<file path="config.mk">
export PLATFORM = sky130hd
export DESIGN_NAME = irq_level_ctrl
export DESIGN_NICKNAME = d
export VERILOG_FILES = /design/src/rtl/irqc_pkg.sv /design/src/rtl/irqc_lvl_filter.sv /design/src/rtl/irqc_status.sv /design/src/rtl/irqc_vector.sv /design/src/rtl/irq_level_ctrl.sv
export SDC_FILE = /design/constraint.sdc
export NUM_CORES = 1
export LEC_CHECK = 0
export BUFFER_PORTS_ARGS = -buffer_cell sky130_fd_sc_hd__buf_4
export CAP_MARGIN = 20
export CELL_PAD_IN_SITES_DETAIL_PLACEMENT = 0
export CELL_PAD_IN_SITES_GLOBAL_PLACEMENT = 1
export CORE_ASPECT_RATIO = 0.8
export CORE_MARGIN = 3
export CORE_UTILIZATION = 23
export DETAILED_ROUTE_END_ITERATION = 12
export PLACE_DENSITY = 0.63
export RECOVER_POWER = 100
export SLEW_MARGIN = 0
export SYNTH_ARGS = -nofsm -noshare
export SYNTH_HDL_FRONTEND = slang
export SYNTH_SLANG_ARGS = --single-unit
export TNS_END_PERCENT = 30
</file>
<file path="constraint.sdc">
create_clock -name clk -period 2.9 [get_ports clk]
set_input_delay 0.145 -clock clk [delete_from_list [all_inputs] [get_ports clk]]
set_output_delay 0.145 -clock clk [all_outputs]
set_load 0.005 [all_outputs]
</file>
<file path="src/rtl/irqc_pkg.sv">
package irqc_pkg;

    localparam int LVL_W   = 3;
    localparam int VEC_W   = 8;
    localparam int VADDR_W = VEC_W + 2;

    localparam logic [LVL_W-1:0] LVL_NONE = '0;
    localparam logic [LVL_W-1:0] LVL_TOP  = '1;

    localparam logic [VEC_W-1:0] VEC_SPURIOUS = 8'd24;

    typedef enum logic [1:0] {
        ACK_DEVICE   = 2'b00,
        ACK_AUTO     = 2'b01,
        ACK_SPUR     = 2'b10,
        ACK_SPUR_ALT = 2'b11
    } ack_kind_e;

    typedef enum logic {
        CTL_IDLE = 1'b0,
        CTL_WAIT = 1'b1
    } ctl_state_e;

    typedef struct packed {
        logic             sup;
        logic [LVL_W-1:0] mask;
    } status_t;

    typedef struct packed {
        logic               valid;
        logic [VEC_W-1:0]   num;
        logic [VADDR_W-1:0] addr;
    } vec_out_t;

    function automatic logic [VEC_W-1:0] auto_vec(input logic [LVL_W-1:0] lvl);
        return VEC_SPURIOUS + VEC_W'(lvl);
    endfunction

    function automatic logic [VADDR_W-1:0] vec_to_addr(input logic [VEC_W-1:0] num);
        return {num, 2'b00};
    endfunction

    function automatic logic lvl_wins(input logic [LVL_W-1:0] lvl,
                                      input logic [LVL_W-1:0] mask,
                                      input logic             top_pend);
        if (lvl == LVL_TOP)
            return top_pend;
        return (lvl != LVL_NONE) && (lvl > mask);
    endfunction

    function automatic logic [VEC_W-1:0] pick_vec(input logic [1:0]       kind,
                                                  input logic [VEC_W-1:0] dev,
                                                  input logic [LVL_W-1:0] lvl);
        logic [VEC_W-1:0] v;
        case (kind)
            ACK_DEVICE: v = dev;
            ACK_AUTO:   v = auto_vec(lvl);
            default:    v = VEC_SPURIOUS;
        endcase
        return v;
    endfunction

endpackage

</file>
<file path="src/rtl/irqc_lvl_filter.sv">
module irqc_lvl_filter
    import irqc_pkg::*;
(
    input  logic             clk,
    input  logic             rst,
    input  logic [LVL_W-1:0] lvl_i,
    input  logic             top_clr_i,
    output logic [LVL_W-1:0] stable_o,
    output logic             top_pend_o
);

    logic [LVL_W-1:0] sample_q;
    logic [LVL_W-1:0] stable_q;
    logic [LVL_W-1:0] stable_d;
    logic             pend_q;
    logic             pend_d;

    always_comb begin
        stable_d = (lvl_i == sample_q) ? lvl_i : stable_q;
        if (stable_d != LVL_TOP)
            pend_d = 1'b0;
        else if (stable_q != LVL_TOP)
            pend_d = 1'b1;
        else if (top_clr_i)
            pend_d = 1'b0;
        else
            pend_d = pend_q;
    end

    always_ff @(posedge clk) begin
        if (rst) begin
            sample_q <= LVL_NONE;
            stable_q <= LVL_NONE;
            pend_q   <= 1'b0;
        end else begin
            sample_q <= lvl_i;
            stable_q <= stable_d;
            pend_q   <= pend_d;
        end
    end

    assign stable_o   = stable_q;
    assign top_pend_o = pend_q;

    // the filtered code moves only when the input matched the earlier sample
    p_filter_r2: assert property (@(posedge clk) disable iff (rst)
        (stable_q != $past(stable_q)) |-> ($past(lvl_i) == $past(sample_q)));

    // a pending top-level request appears only on a change to the top level
    p_top_edge_r4: assert property (@(posedge clk) disable iff (rst)
        $rose(pend_q) |-> ($past(stable_q) != LVL_TOP));

endmodule

</file>
<file path="src/rtl/irqc_status.sv">
module irqc_status
    import irqc_pkg::*;
#(
    parameter logic [LVL_W-1:0] RST_MASK = '1
) (
    input  logic             clk,
    input  logic             rst,
    input  logic             accept_i,
    input  logic [LVL_W-1:0] accept_lvl_i,
    input  logic             wr_en_i,
    input  logic             wr_sup_i,
    input  logic [LVL_W-1:0] wr_mask_i,
    output status_t          status_o
);

    status_t st_q;
    status_t st_d;

    always_comb begin
        st_d = st_q;
        if (accept_i) begin
            st_d.sup  = 1'b1;
            st_d.mask = accept_lvl_i;
        end else if (wr_en_i && st_q.sup) begin
            st_d.sup  = wr_sup_i;
            st_d.mask = wr_mask_i;
        end
    end

    always_ff @(posedge clk) begin
        if (rst) begin
            st_q.sup  <= 1'b1;
            st_q.mask <= RST_MASK;
        end else begin
            st_q <= st_d;
        end
    end

    assign status_o = st_q;

    // user-state writes leave the status untouched
    p_user_write_r7: assert property (@(posedge clk) disable iff (rst)
        (!st_q.sup && wr_en_i && !accept_i) |=> $stable(st_q));

    // a take overrides any write on the same edge
    p_take_wins_r8: assert property (@(posedge clk) disable iff (rst)
        accept_i |=> (st_q.sup && st_q.mask == $past(accept_lvl_i)));

endmodule

</file>
<file path="src/rtl/irqc_vector.sv">
module irqc_vector
    import irqc_pkg::*;
(
    input  logic             clk,
    input  logic             rst,
    input  logic             ack_en_i,
    input  logic             ack_valid_i,
    input  logic [1:0]       ack_kind_i,
    input  logic [VEC_W-1:0] ack_vec_i,
    input  logic [LVL_W-1:0] lvl_i,
    output vec_out_t         vec_o
);

    vec_out_t         out_q;
    logic             fire;
    logic [VEC_W-1:0] num_d;

    assign fire  = ack_en_i && ack_valid_i;
    assign num_d = pick_vec(ack_kind_i, ack_vec_i, lvl_i);

    always_ff @(posedge clk) begin
        if (rst) begin
            out_q <= '0;
        end else begin
            out_q.valid <= fire;
            if (fire) begin
                out_q.num  <= num_d;
                out_q.addr <= vec_to_addr(num_d);
            end
        end
    end

    assign vec_o = out_q;

    // autovectors stay inside the reserved level range
    p_auto_range_r6: assert property (@(posedge clk) disable iff (rst)
        (fire && ack_kind_i == ACK_AUTO) |=>
            (out_q.num >= 8'd25 && out_q.num <= 8'd31));

    // a spurious outcome always yields the spurious vector
    p_spurious_r6: assert property (@(posedge clk) disable iff (rst)
        (fire && ack_kind_i[1]) |=> (out_q.num == VEC_SPURIOUS));

    // an acknowledge with nothing pending is ignored
    p_stray_ack_r6: assert property (@(posedge clk) disable iff (rst)
        (ack_valid_i && !ack_en_i) |=> !out_q.valid);

endmodule

</file>
<file path="src/rtl/irq_level_ctrl.sv">
module irq_level_ctrl
    import irqc_pkg::*;
#(
    parameter logic [LVL_W-1:0] RST_MASK = '1
) (
    input  logic               clk,
    input  logic               rst,
    input  logic [LVL_W-1:0]   irq_lvl_i,
    input  logic               sr_wr_en_i,
    input  logic               sr_wr_sup_i,
    input  logic [LVL_W-1:0]   sr_wr_mask_i,
    input  logic               ack_valid_i,
    input  logic [1:0]         ack_kind_i,
    input  logic [VEC_W-1:0]   ack_vec_i,
    output logic               take_o,
    output logic               ack_pend_o,
    output logic [LVL_W-1:0]   ack_lvl_o,
    output logic               vec_valid_o,
    output logic [VEC_W-1:0]   vec_num_o,
    output logic [VADDR_W-1:0] vec_addr_o,
    output logic [LVL_W-1:0]   mask_o,
    output logic               sup_o,
    output logic               ssp_sel_o
);

    ctl_state_e       state_q;
    logic             take_q;
    logic [LVL_W-1:0] lvl_q;
    logic [LVL_W-1:0] stable_lvl;
    logic             top_pend;
    logic             accept;
    logic             ack_en;
    status_t          status;
    vec_out_t         vec;

    irqc_lvl_filter u_filter (
        .clk        (clk),
        .rst        (rst),
        .lvl_i      (irq_lvl_i),
        .top_clr_i  (accept),
        .stable_o   (stable_lvl),
        .top_pend_o (top_pend)
    );

    assign accept = (state_q == CTL_IDLE) && lvl_wins(stable_lvl, status.mask, top_pend);
    assign ack_en = (state_q == CTL_WAIT);

    always_ff @(posedge clk) begin
        if (rst) begin
            state_q <= CTL_IDLE;
            take_q  <= 1'b0;
            lvl_q   <= LVL_NONE;
        end else begin
            take_q <= accept;
            case (state_q)
                CTL_IDLE: if (accept) begin
                    state_q <= CTL_WAIT;
                    lvl_q   <= stable_lvl;
                end
                CTL_WAIT: if (ack_valid_i) state_q <= CTL_IDLE;
                default:  state_q <= CTL_IDLE;
            endcase
        end
    end

    irqc_status #(.RST_MASK(RST_MASK)) u_status (
        .clk          (clk),
        .rst          (rst),
        .accept_i     (accept),
        .accept_lvl_i (stable_lvl),
        .wr_en_i      (sr_wr_en_i),
        .wr_sup_i     (sr_wr_sup_i),
        .wr_mask_i    (sr_wr_mask_i),
        .status_o     (status)
    );

    irqc_vector u_vector (
        .clk         (clk),
        .rst         (rst),
        .ack_en_i    (ack_en),
        .ack_valid_i (ack_valid_i),
        .ack_kind_i  (ack_kind_i),
        .ack_vec_i   (ack_vec_i),
        .lvl_i       (lvl_q),
        .vec_o       (vec)
    );

    assign take_o      = take_q;
    assign ack_pend_o  = ack_en;
    assign ack_lvl_o   = lvl_q;
    assign vec_valid_o = vec.valid;
    assign vec_num_o   = vec.num;
    assign vec_addr_o  = vec.addr;
    assign mask_o      = status.mask;
    assign sup_o       = status.sup;
    assign ssp_sel_o   = status.sup;

    // a take is a single-cycle pulse
    p_take_pulse_r5: assert property (@(posedge clk) disable iff (rst)
        take_q |=> !take_q);

    // the raised mask and the serviced level agree on a take
    p_take_mask_r5: assert property (@(posedge clk) disable iff (rst)
        take_q |-> (status.mask == lvl_q && status.sup && ack_en));

    // a take of levels below the top follows a level above the old mask
    p_mask_rule_r3: assert property (@(posedge clk) disable iff (rst)
        (accept && stable_lvl != LVL_TOP) |-> (stable_lvl > status.mask));

endmodule

</file>
Word level (Yosys, flattened, before mapping)

Cells that the tools add are included.

Input port bits: 21
Bits in read-only memories: 0
Latch bits: 0
Output and inout bits: 29
Memories kept: 0
Register bits: 25
RAM bits: 0
Word-level logic and storage cells: 41

$lt $le $gt $ge: 1
Equal/unequal tests: 5
Shift operators: 0
Reduce and logical (&&, ||, !) cells: 11
Bitwise logic cells: 1
Div/mod/pow operators: 0
Add/sub/neg operators: 1
Multipliers: 0
Mux-type cells: 12

Operator list:

| cell                                                                   | number |
|---|---|
| 8-bit one-hot mux with 2 select lines                                  | 1 |
| 3-bit two-way mux                                                      | 3 |
| 1-bit two-way mux                                                      | 7 |
| 5-bit by 3-bit adder with 6-bit output (first input constant)          | 1 |
| 3-bit inequality test (second input constant)                          | 2 |
| 1-bit logical AND                                                      | 4 |
| 2-bit nonzero test                                                     | 2 |
| 2-bit OR reduction                                                     | 2 |
| 3-bit equality test                                                    | 1 |
| 3-bit equality test (second input constant)                            | 1 |
| 3-bit > comparator                                                     | 1 |
| 3-bit nonzero test                                                     | 1 |
| 2-bit by 1-bit equality test with 1-bit output (second input constant) | 1 |
| 2-bit zero test                                                        | 1 |
| 1-bit one-hot mux with 2 select lines                                  | 1 |
| 2-bit AND reduction                                                    | 1 |
| 1-bit inverter                                                         | 1 |

Longest topological paths before layout

Depth after elaboration: 6
Gate-level depth with buffers: 7
Mapped depth without buffers: 6

Modules after synthesis

Synthesis repeated with hierarchy kept, for this count alone.

Cells, all modules: 145
Area total of the unflattened synthesis: 1363.8 sq um

By module, submodules not included:

| module          | area an instance (sq um) | times used | sequential area each (sq um) | cells an instance |
|---|---|---|---|---|
| irqc_vector     | 478.0                    | 1          | 180.2                        | 48 |
| irq_level_ctrl  | 407.9                    | 1          | 100.1                        | 52 |
| irqc_lvl_filter | 291.5                    | 1          | 140.1                        | 29 |
| irqc_status     | 186.4                    | 1          | 80.1                         | 16 |

Worst setup path after synthesis

No wires, ideal clock.

Path kind: flip-flop to flip-flop
Start: register u_status.st_q, in the netlist u_status.status_o[2]
End: register u_status.st_q, in the netlist u_status.status_o[3]
Required time: 2780 ps
Stages on the path, launching flop included: 8
Path buffers: 1
Setup time: 120 ps
Period minus slack after synthesis: 1647 ps
Arrival time: 1527 ps
Path slack: 1253 ps
Path through: dfxtp_1 inv_1 ha_1 a21oi_1 o21ai_0 a41o_1 buf_6 a211o_1

Cells in the longest elaborated chain, start to end: 5

Ends and longest elaborated chain:

| item                         | line                 | text |
|---|---|---|
| start: declaration           | irqc_status.sv:16    | `status_t st_q;` |
| start signal: assignment     | irqc_status.sv:35    | `st_q <= st_d;` |
| 3-bit > comparator           | irqc_pkg.sv:48       | `return (lvl != LVL_NONE) && (lvl > mask);` |
| 1-bit logical AND            | irqc_pkg.sv:48       |  |
| 1-bit two-way mux            | irqc_pkg.sv:48       |  |
| 1-bit logical AND            | irq_level_ctrl.sv:45 | `assign accept = (state_q == CTL_IDLE) && lvl_wins(stable_lvl, status.mask, top_pend);` |
| 2-bit OR reduction (no line) | n/a                  |  |

No other way between the ends.
A chain may end at the register's enable or synchronous reset.

Final worst setup path

Ends and elaborated chain as after synthesis.

==> flow_metrics.py <==
metrics = {
    "yosys": {
        "yosys_register_bits": 25,
        "ys_async_sr_fraction_pct": 0,
        "synth_flop_cell": "dfxtp_1",
        "ys_seq_area_share_pct": 42.2,
        "ys_types": 34,
        "synth_area_um2": 1190,
        "syn_inst": 126,
        "synth_area_per_cell_um2": 9.41,
        "synth_edf_count": 0,
        "yosysWarningCount": 0,
    },
    "sta": {
        "relSlewSlack_pct": 22.3,
        "holdWs_ns": 0.108,
        "setup_ws_ns": 1.09,
        "finalHoldViolCount": 0,
        "fmax_mhz": 552,
        "period_minus_slack_ns": 1.81,
        "fin_skew_ns": 0.00430,
        "setup_viol": 0,
        "rsz0062_at_grt": "false",
        "drv_slew": 0,
        "setup_tns_ns": 0,
        "period_share_pct": 62.4,
        "worst_pin_slew_ns": 1.17,
    },
    "die": {
        "start_util_pct": 24.8,
        "die_w_um": 86.3,
        "die_h_um": 70.2,
        "core-area_um2": 4790,
        "io_pins": 50,
        "die_area_um2": 6060,
        "rows": 22,
    },
    "power": {
        "max-vdd-ir-drop_mv": 0.223,
        "power_frac_comb_pct": 11.9,
        "p_leak_uw": 0.000663,
        "p_sw_uw": 148,
        "power_density_nw_per_um2": 416,
        "netSwitchingFraction_pct": 23.0,
        "intPower_uw": 493,
        "seqPwrFrac_pct": 56.4,
        "p_clk_share_pct": 31.7,
    },
    "drt": {
        "drt_pass1_iterations": 4,
        "num_vias": 1014,
        "drcViolationCount": 0,
        "ant_nets": 0,
        "drt_iter0_markers": 35,
        "via_per_inst": 4.55,
        "drt-total-wl_um": 2720,
        "post_drt_wl_per_cell_um": 12.2,
    },
    "clock_network": {
        "cts_hold_buf": 0,
        "clock-root-buffer": "clkbuf_8",
        "clkSinkCount": 25,
        "clock_path_buffers": 2,
        "cts_htree_levels": 1,
        "cts_tree": "yes",
        "cts_resized": 0,
        "path_clk_slew_ns": 0.09,
        "postCtsSetupBuffers": 0,
        "numCtsBuffers": 3,
        "insertion_delay_ns": 0.26,
    },
    "min_path": {
        "min_path_cells": 3,
        "hp-start": "ack_vec_i[3]",
        "hold_end": "u_vector.vec_o[13]$_SDFFE_PP0P_",
        "hold_path_class": "in2reg",
    },
    "setup_path": {
        "critPathTopFamily": "compound AO/OA/AOI/OAI gates",
        "r2r-end": "u_status.status_o[3]$_SDFFE_PP1P_",
        "cp_slowest_cell": "a41o_1",
        "critPathLaunchType": "flip-flop",
        "cpPeakStageDelay_ns": 0.38,
        "cp.arrival_ns": 1.97,
        "rr_startpoint": "u_status.status_o[2]$_SDFFE_PP1P_",
        "rr_worst_depth": 6,
        "worstSetupPathType": "reg2reg",
        "cp.required_ns": 3.05,
        "crit_buf_inv": 1,
        "rrSetupSlack_ns": 1.09,
        "crit_chain": "inv_1 -> ha_1 -> a21oi_1 -> o21ai_0 -> a41o_1 -> a211o_1",
        "cp-end-kind": "flip-flop",
        "cp_max_fo": 8,
    },
    "final_layout": {
        "syn_to_final_growth_pct": 29.7,
        "n_fill_cell": 543,
        "final_cell_count_no_fill": 223,
        "fin_util_pct": 32.1,
        "finalNetCount": 188,
        "drive_gt1_share_pct": 31.3,
        "n_antenna_cell": 0,
    },
    "place": {
        "dp_cells": 219,
        "dp_hpwl_um": 2140,
        "pre_cts_ws_ns": 1.08,
        "numPortBuffers": 47,
        "routabilityCongestion": 0.728,
    },
    "global_routing": {
        "grt_use_total_pct": 9.42,
        "grt_pass1_wl_um": 4680,
        "grt_start_max_net_pins": 30,
        "grt_pass1_vias": 976,
        "grt_overflow_total": 0,
        "antenna_found_initial": 0,
    },
    "run": {
        "maxCapViolations": 0,
    },
    "status": {
        "status": "complete, no violations",
    },
}
## metrics by stage
step | power (uW) | area (um^2)
finish | 641 | 1540
detailed placement | 449 | 1510
CTS | 655 | 1560
floorplan | 411 | 1190
global route | 683 | 1540
global placement | 447 | 1510
## cells in the mapped netlist, types with 3 or more instances
library cell	instances	area [um^2]
clkbuf_1	3	11.3
inv_1	5	18.8
nor2_1	15	56.3
nand2b_1	6	37.5
ha_1	3	37.5
xor2_1	3	26.3
a22oi_1	6	45.0
a211oi_1	3	22.5
mux2i_1	8	80.1
o22ai_1	3	18.8
nand2_1	3	11.3
dfxtp_1	25	500
and3_1	3	18.8
nor2b_1	3	18.8
buf_4	11	82.6
mux2_2	3	33.8
## worst reg2reg max path, cell delays in order (launching register included)
cell     delay (ns)
dfxtp_1        0.36
inv_1          0.05
ha_1           0.32
a21oi_1        0.15
o21ai_0        0.12
a41o_1         0.38
a211o_1        0.32
## logic make-up after synthesis
family / Yosys count / share of synthesized area [%]
AO/OA/AOI/OAI: 20 / 12.1
multiplexers: 11 / 9.60
flip-flops: 25 / 42.2
AND/OR/NAND/NOR: 43 / 19.9
XOR/XNOR: 3 / 2.22
buffers and inverters: 20 / 10.4
other: 1 / 0.316
adder cells (fa/ha/maj): 3 / 3.16
## registers in the layout, indices dropped and copies added, names as in the netlist
register,cells
ack_lvl_o,3
ack_pend_o,1
take_o,1
u_filter.sample_q,3
u_filter.stable_o,3
u_filter.top_pend_o,1
u_status.status_o,4
u_vector.vec_o,9
## final cells by class
cell class,count,area [um^2],share of cell area [%]
Multi-Input combinational cell,82,554,36.0
Sequential cell,25,500,32.5
Timing Repair Buffer,47,345,22.4
Tap cell,60,75.1,4.88
Clock buffer,4,45.0,2.93
Inverter,5,18.8,1.22
## power by group through the flow
| stage | sequential, uW | combinational [uW] | clock, uW |
|---|---|---|---|
| after global placement | 369 | 77.9 | 0 |
| after CTS | 362 | 80.0 | 213 |
| final | 361 | 76.4 | 203 |
| after detailed placement | 370 | 79.4 | 0 |
| after global routing | 364 | 86.4 | 233 |
| after floorplan | 368 | 42.9 | 0 |
## layout by cell type, fill, tap and decap left out, types with 2 or more instances in the layout
cell type / netlist / layout
or2b_1: 2 / 2
clkbuf_4: 0 / 26
nor2_1: 15 / 15
mux2i_1: 8 / 8
nor2b_1: 3 / 3
clkbuf_8: 0 / 3
nor3_1: 2 / 3
conb_1: 1 / 2
mux2_2: 3 / 3
a211oi_1: 3 / 3
xor2_1: 3 / 3
clkbuf_1: 3 / 3
nand2b_1: 6 / 6
buf_4: 11 / 19
a21oi_1: 2 / 2
nand3_1: 2 / 2
inv_1: 5 / 5
ha_1: 3 / 3
nand2_1: 3 / 3
o22ai_1: 3 / 3
dfxtp_1: 25 / 25
a22oi_1: 6 / 6
and3_1: 3 / 3
nor3b_1: 2 / 2
## per-layer routing
metal  up-vias  share of wire (%)  track usage [%]
met5         -                  0                0
met4         0               0.44             1.56
met3         2                7.4             3.42
met2        30                 47             14.8
met1       476                 45             12.5
li1        506                  -                -
## worst max path at each step
stage / from / end / slack, ns / cells past startpoint
6_report: u_status.status_o[2]$_SDFFE_PP1P_ / u_status.status_o[3]$_SDFFE_PP1P_ / 1.09 / 6
5_1_grt: u_status.status_o[2]$_SDFFE_PP1P_ / ack_lvl_o[1]$_SDFFE_PP0P_ / 0.96 / 6
4_1_cts: u_status.status_o[2]$_SDFFE_PP1P_ / u_status.status_o[3]$_SDFFE_PP1P_ / 1.07 / 6
3_5_place_dp: u_status.status_o[2]$_SDFFE_PP1P_ / u_status.status_o[3]$_SDFFE_PP1P_ / 1.08 / 6
3_3_place_gp: u_status.status_o[2]$_SDFFE_PP1P_ / u_status.status_o[3]$_SDFFE_PP1P_ / 1.18 / 6
2_1_floorplan: u_status.status_o[2]$_SDFFE_PP1P_ / u_status.status_o[3]$_SDFFE_PP1P_ / 1.25 / 7
No activity file was read; power rests on OpenSTA's default activity.
